$ cat src/rtl/fpcc_pkg.sv
package fpcc_pkg;
  typedef enum logic [1:0] {
    CC_EQ = 2'd0,
    CC_LT = 2'd1,
    CC_GT = 2'd2,
    CC_UN = 2'd3
  } ccCode_t;

  typedef enum logic [1:0] {
    MV_COPY = 2'd0,
    MV_ABS  = 2'd1,
    MV_NEG  = 2'd2,
    MV_RSVD = 2'd3
  } movOp_t;

  typedef struct packed {
    logic ccWe;
    logic invRaise;
    logic movWe;
    logic clrSign;
    logic flipSign;
  } strobes_t;
endpackage

$ cat src/rtl/fpcc_operand.sv
module fpcc_operand #(
  parameter int SGL_EXP  = 8,
  parameter int SGL_FRAC = 23,
  parameter int DBL_EXP  = 11,
  parameter int DBL_FRAC = 52
) (
  input  logic                         isDouble,
  input  logic [DBL_EXP+DBL_FRAC:0]    word,
  output logic                         sign,
  output logic                         isNan,
  output logic                         isSnan,
  output logic                         isZero,
  output logic [DBL_EXP+DBL_FRAC-1:0]  mag
);
  localparam int SglW = 1 + SGL_EXP + SGL_FRAC;
  localparam int DblW = 1 + DBL_EXP + DBL_FRAC;

  logic expAllOnes, fracNonZero, fracTop;

  always_comb begin
    mag = '0;
    if (isDouble) begin
      sign        = word[DblW-1];
      expAllOnes  = &word[DblW-2:DBL_FRAC];
      fracNonZero = |word[DBL_FRAC-1:0];
      fracTop     = word[DBL_FRAC-1];
      mag         = word[DblW-2:0];
    end else begin
      sign        = word[SglW-1];
      expAllOnes  = &word[SglW-2:SGL_FRAC];
      fracNonZero = |word[SGL_FRAC-1:0];
      fracTop     = word[SGL_FRAC-1];
      mag[SglW-2:0] = word[SglW-2:0];
    end
    isNan  = expAllOnes & fracNonZero;
    isSnan = isNan & ~fracTop;
    isZero = (mag == '0);
  end
endmodule

$ cat src/rtl/fpcc_ctrl.sv
module fpcc_ctrl
  import fpcc_pkg::*;
(
  input  logic     cmpValid,
  input  logic     cmpSignal,
  input  logic     unordered,
  input  logic     anySnan,
  input  logic     movValid,
  input  logic [1:0] movOp,
  output strobes_t strb
);
  movOp_t opSel;

  always_comb begin
    opSel         = movOp_t'(movOp);
    strb          = '0;
    strb.ccWe     = cmpValid;
    strb.invRaise = cmpValid & unordered & (cmpSignal | anySnan);
    strb.movWe    = movValid;
    strb.clrSign  = movValid & (opSel == MV_ABS);
    strb.flipSign = movValid & (opSel == MV_NEG);
  end
endmodule

$ cat src/rtl/fpcc_datapath.sv
module fpcc_datapath
  import fpcc_pkg::*;
#(
  parameter int SGL_EXP  = 8,
  parameter int SGL_FRAC = 23,
  parameter int DBL_EXP  = 11,
  parameter int DBL_FRAC = 52,
  parameter int STATUS_W = 32,
  parameter int CC_LSB   = 10
) (
  input  logic                         clk,
  input  logic                         rstN,
  input  strobes_t                     strb,
  input  logic                         cmpSignal,
  input  logic                         cmpDouble,
  input  logic [DBL_EXP+DBL_FRAC:0]    cmpA,
  input  logic [DBL_EXP+DBL_FRAC:0]    cmpB,
  input  logic [STATUS_W-1:0]          statusIn,
  input  logic [SGL_EXP+SGL_FRAC:0]    movWord,
  output logic                         unordered,
  output logic                         anySnan,
  output logic [STATUS_W-1:0]          statusOut,
  output logic                         invFlag,
  output logic [SGL_EXP+SGL_FRAC:0]    movResult,
  output logic                         movDone
);
  localparam int DblW = 1 + DBL_EXP + DBL_FRAC;
  localparam int SglW = 1 + SGL_EXP + SGL_FRAC;
  localparam int NumOps = 2;

  logic [DblW-1:0] opWord [NumOps];
  logic            opSign [NumOps];
  logic            opNan  [NumOps];
  logic            opSnan [NumOps];
  logic            opZero [NumOps];
  logic [DblW-2:0] opMag  [NumOps];

  assign opWord[0] = cmpA;
  assign opWord[1] = cmpB;

  for (genvar g = 0; g < NumOps; g++) begin : g_cls
    fpcc_operand #(
      .SGL_EXP(SGL_EXP), .SGL_FRAC(SGL_FRAC),
      .DBL_EXP(DBL_EXP), .DBL_FRAC(DBL_FRAC)
    ) u_cls (
      .isDouble(cmpDouble),
      .word    (opWord[g]),
      .sign    (opSign[g]),
      .isNan   (opNan[g]),
      .isSnan  (opSnan[g]),
      .isZero  (opZero[g]),
      .mag     (opMag[g])
    );
  end

  ccCode_t ccNext;
  logic    aSmaller;
  logic    aLess;

  always_comb begin
    unordered = opNan[0] | opNan[1];
    anySnan   = opSnan[0] | opSnan[1];
    aSmaller  = opMag[0] < opMag[1];
    aLess     = opSign[0] ? ~aSmaller : aSmaller;
    if (unordered)                              ccNext = CC_UN;
    else if (opZero[0] && opZero[1])            ccNext = CC_EQ;
    else if (opSign[0] != opSign[1])            ccNext = opSign[0] ? CC_LT : CC_GT;
    else if (opMag[0] == opMag[1])              ccNext = CC_EQ;
    else                                        ccNext = aLess ? CC_LT : CC_GT;
  end

  logic [SglW-1:0] movNext;
  always_comb begin
    movNext = movWord;
    if (strb.clrSign)  movNext[SglW-1] = 1'b0;
    if (strb.flipSign) movNext[SglW-1] = ~movWord[SglW-1];
  end

  always_ff @(posedge clk) begin
    if (!rstN) begin
      statusOut <= '0;
      invFlag   <= 1'b0;
      movResult <= '0;
      movDone   <= 1'b0;
    end else begin
      invFlag <= strb.invRaise;
      movDone <= strb.movWe;
      if (strb.ccWe) begin
        statusOut <= statusIn;
        statusOut[CC_LSB+1:CC_LSB] <= ccNext;
      end
      if (strb.movWe) movResult <= movNext;
    end
  end

  a_r4_sig_unord_inv: assert property (@(posedge clk) disable iff (!rstN)
    (strb.ccWe && cmpSignal && unordered) |=> invFlag);
  a_r5_quiet_qnan_no_inv: assert property (@(posedge clk) disable iff (!rstN)
    (strb.ccWe && !cmpSignal && !anySnan) |=> !invFlag);
  a_r6_ordered_no_inv: assert property (@(posedge clk) disable iff (!rstN)
    (strb.ccWe && ccNext != CC_UN) |=> !invFlag);
  a_r7_cc_written: assert property (@(posedge clk) disable iff (!rstN)
    strb.ccWe |=> statusOut[CC_LSB+1:CC_LSB] == $past(ccNext));
  a_r7_status_hold: assert property (@(posedge clk) disable iff (!rstN)
    !strb.ccWe |=> $stable(statusOut));
  a_r8_move_hold: assert property (@(posedge clk) disable iff (!rstN)
    !strb.movWe |=> ($stable(movResult) && !movDone));
  a_r8_abs_sign: assert property (@(posedge clk) disable iff (!rstN)
    strb.clrSign |=> !movResult[SglW-1]);
  a_r3_nan_unord: assert property (@(posedge clk) disable iff (!rstN)
    (strb.ccWe && unordered) |=> statusOut[CC_LSB+1:CC_LSB] == 2'd3);
endmodule

$ cat src/rtl/fp_cmp_cc_unit.sv
module fp_cmp_cc_unit
  import fpcc_pkg::*;
#(
  parameter int SGL_EXP  = 8,
  parameter int SGL_FRAC = 23,
  parameter int DBL_EXP  = 11,
  parameter int DBL_FRAC = 52,
  parameter int STATUS_W = 32,
  parameter int CC_LSB   = 10
) (
  input  logic                      clk,
  input  logic                      rstN,
  input  logic                      cmpValid,
  input  logic                      cmpSignal,
  input  logic                      cmpDouble,
  input  logic [DBL_EXP+DBL_FRAC:0] cmpA,
  input  logic [DBL_EXP+DBL_FRAC:0] cmpB,
  input  logic [STATUS_W-1:0]       statusIn,
  output logic [STATUS_W-1:0]       statusOut,
  output logic                      invFlag,
  input  logic                      movValid,
  input  logic [1:0]                movOp,
  input  logic [SGL_EXP+SGL_FRAC:0] movWord,
  output logic [SGL_EXP+SGL_FRAC:0] movResult,
  output logic                      movDone
);
  strobes_t strb;
  logic     unordered, anySnan;

  fpcc_ctrl u_ctrl (
    .cmpValid (cmpValid),
    .cmpSignal(cmpSignal),
    .unordered(unordered),
    .anySnan  (anySnan),
    .movValid (movValid),
    .movOp    (movOp),
    .strb     (strb)
  );

  fpcc_datapath #(
    .SGL_EXP(SGL_EXP), .SGL_FRAC(SGL_FRAC),
    .DBL_EXP(DBL_EXP), .DBL_FRAC(DBL_FRAC),
    .STATUS_W(STATUS_W), .CC_LSB(CC_LSB)
  ) u_dp (
    .clk      (clk),
    .rstN     (rstN),
    .strb     (strb),
    .cmpSignal(cmpSignal),
    .cmpDouble(cmpDouble),
    .cmpA     (cmpA),
    .cmpB     (cmpB),
    .statusIn (statusIn),
    .movWord  (movWord),
    .unordered(unordered),
    .anySnan  (anySnan),
    .statusOut(statusOut),
    .invFlag  (invFlag),
    .movResult(movResult),
    .movDone  (movDone)
  );
endmodule

$ cat config.mk
export PLATFORM = sky130hd
export DESIGN_NAME = fp_cmp_cc_unit
export DESIGN_NICKNAME = d
export VERILOG_FILES = /design/src/rtl/fpcc_pkg.sv /design/src/rtl/fpcc_operand.sv /design/src/rtl/fpcc_ctrl.sv /design/src/rtl/fpcc_datapath.sv /design/src/rtl/fp_cmp_cc_unit.sv
export SDC_FILE = /design/constraint.sdc
export NUM_CORES = 1
export LEC_CHECK = 0
export BUFFER_PORTS_ARGS = -buffer_cell sky130_fd_sc_hd__buf_2
export CORE_ASPECT_RATIO = 0.7
export CORE_UTILIZATION = 46
export DETAILED_ROUTE_END_ITERATION = 10
export PLACE_DENSITY = 0.9
export RECOVER_POWER = 50
export SLEW_MARGIN = 10
export SYNTH_ARGS = -nofsm -noshare
export SYNTH_HDL_FRONTEND = slang
export SYNTH_SLANG_ARGS = --single-unit
$ cat constraint.sdc
create_clock -name clk -period 3.2 [get_ports clk]
set_input_delay 0.16 -clock clk [delete_from_list [all_inputs] [get_ports clk]]
set_output_delay 0.16 -clock clk [all_outputs]
set_load 0.01 [all_outputs]
==> results of run 1 <==
[final cells by class]
cell class,count,area (um2),share of cell area (%)
Tap cell,128,160,2.47
Sequential cell,66,1320,20.4
Timing Repair Buffer,267,1280,19.8
Clock buffer,11,233,3.59
Inverter,35,131,2.03
Multi-Input combinational cell,450,3320,51.2
Clock inverter,5,31.3,0.483
[synthesized netlist by cell type, drive strengths merged]
library cell,number,area (um2)
and2,34,213
a21oi,23,115
o21a,4,31.3
nor2,15,56.3
o221ai,2,17.5
a22o,1,8.76
xnor2,1,8.76
dfxtp,66,1320
nor4,35,240
o211ai,5,37.5
inv,34,128
a21boi,1,7.51
a22oi,1,7.51
nand3b,3,35.0
clkbuf,20,75.1
nor3,8,40.0
a21o,3,22.5
o2111ai,1,8.76
o22ai,3,18.8
and4,1,8.76
o21ai,12,60.1
a221oi,4,35.0
or4,1,11.3
clkinv,1,3.75
and3,1,7.51
ha,63,788
a2111o,1,11.3
nand2,55,206
a221o,1,10.0
nand3,10,50.1
nand4,30,188
buf,3,18.8
a2111oi,1,8.76
mux2i,62,621
mux2,1,11.3
o211a,2,20.0
a211oi,3,22.5
nor2b,62,388
[flip-flops by register name, indices dropped and copies added, names as in the netlist]
name and cells:
u_dp.invFlag 1, u_dp.movDone 1, u_dp.movResult 32, u_dp.statusOut 32
[per-stage QoR]
step	setup slack, ns	utilization, %	cells	hold WS, ns	area (um2)
floorplan	0.412	-	574	0.319	4860
CTS	0.721	65.5	962	0.0877	6540
finish	0.682	64.9	962	0.0978	6480
global route	0.419	64.9	962	0.0975	6480
global placement	0.402	62.8	946	0.414	6270
detailed placement	0.374	62.8	946	0.430	6270
[power groups by stage]
stage / logic (mW) / registers, mW / clock network, mW
detailed placement: 0.609 / 0.915 / 0
global placement: 0.593 / 0.913 / 0
CTS: 0.612 / 0.899 / 0.885
finish: 0.609 / 0.901 / 0.862
floorplan: 0.308 / 0.940 / 0
global route: 0.676 / 0.906 / 0.920
[worst max path at each step]
stage / from / endpoint / slack [ns] / depth (start not counted)
6_report: cmpDouble / u_dp.statusOut[11] / 0.68 / 11
5_1_grt: cmpDouble / u_dp.statusOut[11] / 0.42 / 11
4_1_cts: cmpDouble / u_dp.statusOut[11] / 0.72 / 11
3_5_place_dp: cmpDouble / u_dp.statusOut[11] / 0.37 / 11
3_3_place_gp: cmpDouble / u_dp.statusOut[11] / 0.40 / 11
2_1_floorplan: cmpDouble / u_dp.statusOut[11] / 0.41 / 12
[worst min-delay path: stages]
cell,delay (ns)
sky130_fd_sc_hd__buf_2,0.07
sky130_fd_sc_hd__mux2i_1,0.05
sky130_fd_sc_hd__nor2b_1,0.09
[layout by cell type, fill, tap and decap left out, types with 7 or more instances in the layout]
cell / instances
sky130_fd_sc_hd__buf_2: 213
sky130_fd_sc_hd__dfxtp_1: 66
sky130_fd_sc_hd__ha_1: 63
sky130_fd_sc_hd__mux2i_1: 62
sky130_fd_sc_hd__nor2b_1: 62
sky130_fd_sc_hd__nand2_1: 55
sky130_fd_sc_hd__clkbuf_1: 52
sky130_fd_sc_hd__and2_1: 34
sky130_fd_sc_hd__inv_1: 34
sky130_fd_sc_hd__nor4_1: 33
sky130_fd_sc_hd__nand4_1: 30
sky130_fd_sc_hd__a21oi_1: 23
sky130_fd_sc_hd__nor2_1: 15
sky130_fd_sc_hd__nand3_1: 10
sky130_fd_sc_hd__clkbuf_16: 9
sky130_fd_sc_hd__nor3_1: 8
sky130_fd_sc_hd__o21ai_0: 7
[metal layers]
| metal | share of wire [%] | wire [um] | vias up |
|---|---|---|---|
| li1 | - | - | 2587 |
| met1 | 44 | 6550 | 2356 |
| met5 | 0 | 0 | - |
| met4 | 1.1 | 157 | 0 |
| met2 | 47 | 6990 | 211 |
| met3 | 7.7 | 1140 | 18 |
[kinds of logic after synthesis]
| logic type | after synthesis |
|---|---|
| fa+ha+maj | 63 |
| compound gates | 68 |
| buf+inv | 58 |
| simple gates | 255 |
| xor+xnor | 1 |
| mux | 63 |
| flops | 66 |
==> implementation parameters, run 1 <==
Parameter                              Value

Outcome
  Outcome    finished with violations
  Violated checks    design-rule violations, max-capacitance violations, max-slew violations

Setup path
  Largest stage delay on the critical path    0.54 ns
  Startpoint types    primary input
  Crit-path max FO    48
  Reg2reg start    u_dp.statusOut[11]
  Critical path cell sequence    buf_2 -> buf_4 -> and2_1 -> ha_1 -> a21oi_1 -> o21ai_1 -> a221oi_1 -> o21ai_0 -> a22o_1 -> o211ai_1 -> o211ai_1
  R2R setup slack    2.13 ns
  Crit-path most repeated cell    sky130_fd_sc_hd__o211ai_1
  Reg2reg end    u_dp.statusOut[11]
  Endpoint arrival time on the critical path    2.70 ns
  Worst reg-to-reg path cell count    4
  Critical path capture point type    flip-flop
  Top cell family by delay on the critical path    compound AO/OA/AOI/OAI gates
  Library cell contributing the largest single delay on the critical path    sky130_fd_sc_hd__buf_2
  Critical path buffer and inverter count    2
  Data required time at the worst endpoint    3.38 ns
  Type of the worst setup path    in2reg

Die
  Initial standard-cell utilization of the core    48.7%
  Die area    0.0110 mm2
  Floorplan core area    0.00998 mm2
  Width of the chip    125 um
  Row Count    30
  Die extent in y    88.0 um
  I/O pins    266

Yosys
  Cell area after synthesis    0.00486 mm2
  Fraction of the mapped netlist area in simple logic gates    29.7%
  Synth Net Count    837
  Adder-cell share of the synthesized area    16.2%
  Xor/xnor share of the synthesized area    0.180%
  Compound-gate portion of the synthesized area    9.11%
  Sequential share of the synthesized area    27.2%
  Ys Warns    0
  Number of unique standard cell types used by synthesis    44
  Mean instance size in the synthesized netlist    8.47 um2
  Number of cells produced by synthesis    574
  Dominant combinational cell family by area after synthesis    simple AND/OR/NAND/NOR gates
  Multiplexer area fraction after synthesis    13.0%
  Post-synthesis sequential element count    66

Global route
  Met3 GRT Util    5.93%
  Gr busiest metal    met2
  Total congestion overflow after global routing    0
  Global routing usage on met2    46.0%
  Global router's overall resource usage    26.6%
  First-pass GRT wire length    23,300 um
  Via count of the first global-routing pass    4,876
  Initial antenna violation count    0
  Maximum number of pins on one net before global-route repair    62
  Met1 usage in global routing    34.5%

STA
  Max frequency    0.397 GHz
  Setup repair after global routing missed its margin    no
  Final count of hold timing violations    0
  Final clock skew    0 ns
  Final Setup Violations    0
  Fin crit period    2.52 ns
  Fin crit share    78.7%
  Setup_tns    0 ns
  Relative max-transition margin    -48.3%
  Number of pins exceeding their max-slew limit in the final report    35
  Least-Margin Pin Slew    2.22 ns

Hold path
  Hold Crit Endpoint    u_dp.movResult[5]
  Worst min-delay path startpoint    movWord[5]
  Worst min-delay path category    in2reg
  Worst Hold Path Cells    3

Routing
  Sum of routed wire length over all layers    14,800 um
  Average wire length per cell after detail routing    15.4 um
  Post-detailed-route count of antenna-violating nets    0
  Routed via count divided by cell count    5.38
  DR iter-0 viols    271
  Vias post-DR    5,172
  Iteration count of the initial detailed-routing pass    8
  Post-route DRC    24

Pwr
  Net switching fraction of the power    29.1%
  Flop pwr share    38.0%
  Total Power Consumption    2.37 mW
  Reported leakage power    3.24 nW
  Power share of the clock group    36.3%
  Worst ir drop on vdd    0.399 mV
  Psw    0.690 mW
  Power per cell area    366 mW/mm2
  Power share of the combinational group    25.7%
  Internal power summed over all cells    1.68 mW

Placement
  Half-perimeter wire length after detailed placement    12,500 um
  Number of I/O port buffers    263
  Placer's final routability congestion estimate    0.948

Run
  # Max-Cap Violations    1

Clock network
  # hold bufs at CTS    0
  Number of H-tree branching levels    3
  Clock Latency Late Sink    0.32 ns
  Number of buffers on the longest clock path    2
  Post-CTS resize count    0
  Clock net sink count    66
  # Post-CTS Setup Buffers    0
  CTS Root Buffer Type    sky130_fd_sc_hd__clkbuf_16
  CTS clock-pin slew for the worst setup and hold paths    0.06 ns
  Clock tree from TritonCTS    built
  Total clock buffers created by CTS    9

Layout
  Number of nets in the finished design    1,092
  Area growth from synthesis to layout    33.2%
  Filler instances    880
  Fraction of final layout cells sized beyond drive strength 1    28.5%
  Final antenna diode count    0
(Power assumes the default switching activity.)
==> run 2: changes to the inputs <==
==> constraint.sdc (replaced) <==
create_clock -name clk -period 2.4 [get_ports clk]
set_input_delay 0.12 -clock clk [delete_from_list [all_inputs] [get_ports clk]]
set_output_delay 0.12 -clock clk [all_outputs]
set_load 0.01 [all_outputs]
==> run 2 against run 1 <==
Net effect: the run still ends with design-rule violations, max-capacitance violations, max-slew violations left; register-to-register slack got worse by 0.75 ns; routed wire length increased by 3.4%; hold slack got worse by 0.039 ns; critical path depth unchanged; global-route usage increased by 0.80 points; critical endpoint unchanged; largest cell class unchanged; largest power group is now clock.
==> implementation parameters, run 2 (synthesized netlist as in run 1, its figures left out) <==
Parameter                              Value

Routing
  Sum of met3 wire segment lengths after detailed routing    1250 um (+9.4%)
  Routed via count divided by cell count    5.43 (+0.96%)
  Post-route DRC    24 (unchanged)
  Post-detailed-route count of antenna-violating nets    0 (unchanged)
  Iteration count of the initial detailed-routing pass    8 (unchanged)
  Sum of routed wire length over all layers    15,300 um (+3.4%)
  Routed met1 length    6570 um (+0.43%)
  Average wire length per cell after detail routing    15.7 um (+2.0%)
  Highest metal layer with signal wires    met4
  DR iter-0 viols    341 (+26%)
  Vias post-DR    5,292 (+2.3%)
  Met2 wire length    7230 um (+3.4%)

Hold path
  Worst min-delay path category    in2reg
  Worst min-delay path startpoint    movWord[24]

Outcome
  Outcome    finished with violations
  Violated checks    design-rule violations, max-capacitance violations, max-slew violations

Pwr
  Total Power Consumption    3.45 mW (+45%)
  Power share of the combinational group    24.2% (-1.5 points)
  Net switching fraction of the power    28.0% (-1.1 points)
  Power share of the clock group    41.0% (+4.7 points)
  Flop pwr share    34.8% (-3.2 points)
  Worst ir drop on vdd    0.472 mV (+19%)
  Power per cell area    517 mW/mm2 (+41%)
  Psw    0.967 mW (+40%)
  Reported leakage power    3.40 nW (+5.1%)
  Internal power summed over all cells    2.48 mW (+48%)

STA
  Least-Margin Pin Slew    1.96 ns (-0.267 ns)
  Worst Hold Margin    0.0589 ns (-0.0389 ns)
  Max frequency    0.467 GHz
  Setup_tns    0 ns (unchanged)
  Fin crit period    2.14 ns
  Setup repair after global routing missed its margin    no
  Final Setup Violations    0 (unchanged)
  Final clock skew    0 ns (unchanged)
  Post-route setup slack    0.259 ns (-0.422 ns)
  Final count of hold timing violations    0 (unchanged)
  Number of pins exceeding their max-slew limit in the final report    62 (+77%)
  Relative max-transition margin    -30.5% (+18 points)
  Fin crit share    89.2%

Placement
  Setup slack after placement    -0.104 ns (-0.477 ns)
  Placed insts    959 (+1.4%)
  Half-perimeter wire length after detailed placement    12,900 um (+3.5%)
  Placer's final routability congestion estimate    1.04 (+9.4%)
  Number of I/O port buffers    263 (unchanged)
  Area post-placement    0.00638 mm2 (+1.7%)

Setup path
  Critical path capture point type    flip-flop
  Data required time at the worst endpoint    2.58 ns (-0.80 ns)
  Reg2reg start    u_dp.statusOut[11]
  Startpoint of the worst setup timing path    cmpDouble
  Endpoint arrival time on the critical path    2.33 ns (-0.37 ns)
  Crit-path max FO    25 (-48%)
  Startpoint types    primary input
  Type of the worst setup path    in2reg

Layout
  Most frequent standard cell in the layout excluding fill and tap cells    sky130_fd_sc_hd__buf_2
  Final antenna diode count    0 (unchanged)
  Leading cell types in the layout, fill and taps excluded    sky130_fd_sc_hd__buf_2 (231), sky130_fd_sc_hd__dfxtp_1 (66), sky130_fd_sc_hd__ha_1 (63)
  Number of nets in the finished design    1,105 (+1.2%)
  Count of non-filler cells in the finished layout    975 (+1.4%)
  Filler instances    897 (+1.9%)
  Final std cell area, no fill    0.00667 mm2 (+2.9%)
  Registers with the highest flip-flop counts    u_dp.movResult (32), u_dp.statusOut (32)
  Area growth from synthesis to layout    37.1%
  Fraction of final layout cells sized beyond drive strength 1    32.1% (+3.6 points)
  Fin util    66.8% (+1.9 points)

Die
  Floorplan core area    0.00998 mm2 (unchanged)
  Width of the chip    125 um (unchanged)
  Die extent in y    88.0 um (unchanged)
  Die area    0.0110 mm2 (unchanged)
  I/O pins    266 (unchanged)
  Row Count    30 (unchanged)
  Initial standard-cell utilization of the core    48.7% (unchanged)

Global route
  Initial antenna violation count    0 (unchanged)
  First-pass GRT wire length    24,000 um (+3.4%)
  Via count of the first global-routing pass    5,144 (+5.5%)
  Global router's overall resource usage    27.4% (+0.80 points)
  Maximum number of pins on one net before global-route repair    62 (unchanged)
  Total congestion overflow after global routing    0 (unchanged)

Clock network
  Number of H-tree branching levels    3 (unchanged)
  Clock tree from TritonCTS    built
  CTS clock-pin slew for the worst setup and hold paths    0.06 ns (about the same)
  CTS Root Buffer Type    sky130_fd_sc_hd__clkbuf_16
  # Post-CTS Setup Buffers    0 (unchanged)
  Clock net sink count    66 (unchanged)
  Number of buffers on the longest clock path    2 (unchanged)
  Clock Latency Late Sink    0.32 ns (about the same)
  Total clock buffers created by CTS    9 (unchanged)

Run
  # Max-Cap Violations    1 (unchanged)
==> run 2: cell types whose count changed in the layout (fill, tap and decap cells not counted), sizes merged <==
cell,previous run,this run
clkbuf,61,42
inv,34,35
buf,217,247
clkinvlp,1,0
bufinv,0,2
==> run 2: area by class of cell <==
cell class,count,area [um2],area share (%)
Timing Repair Buffer,280,1400,21.1
Multi-Input combinational cell,450,3320,49.8
Tap cell,128,160,2.40
Clock buffer,9,225,3.38
Inverter,35,131,1.97
Sequential cell,66,1320,19.8
Clock inverter,7,103,1.54
==> run 2: power groups by stage <==
stage	sequential (mW)	combinational, mW	clock (mW)
4_1_cts	1.20	0.837	1.44
3_3_place_gp	1.22	0.804	0
6_report	1.20	0.836	1.41
2_1_floorplan	1.25	0.419	0
5_1_grt	1.21	0.929	1.49
3_5_place_dp	1.22	0.833	0
==> run 2: critical path, cell delays in order <==
cell,delay (ns)
sky130_fd_sc_hd__clkbuf_4,0.21
sky130_fd_sc_hd__buf_4,0.24
sky130_fd_sc_hd__and2_1,0.16
sky130_fd_sc_hd__ha_1,0.32
sky130_fd_sc_hd__nand4_1,0.17
sky130_fd_sc_hd__nor3_1,0.09
sky130_fd_sc_hd__a221oi_1,0.26
sky130_fd_sc_hd__o21ai_0,0.18
sky130_fd_sc_hd__a22o_1,0.29
sky130_fd_sc_hd__o211ai_1,0.17
sky130_fd_sc_hd__o211ai_1,0.12
==> run 2: per-layer routing <==
metal  up-vias  track usage, %
li1       2618               -
met1      2403            34.3
met2       249            47.3
met3        22            6.72
met4         0            8.09
met5         -               0
==> run 2: path summary, 6_finish.rpt <==
path,to,slack [ns],cells after the start
max,u_dp.statusOut[11],0.26,11
min,u_dp.movResult[24],0.06,3
max reg2reg,u_dp.statusOut[11],1.38,4
min reg2reg,u_dp.movResult[31],0.49,1
==> run 2: what timing repair did <==
item,CTS,global route
gates resized for setup,0,1
endpoints found under the setup margin,0,1
hold buffers,0,0
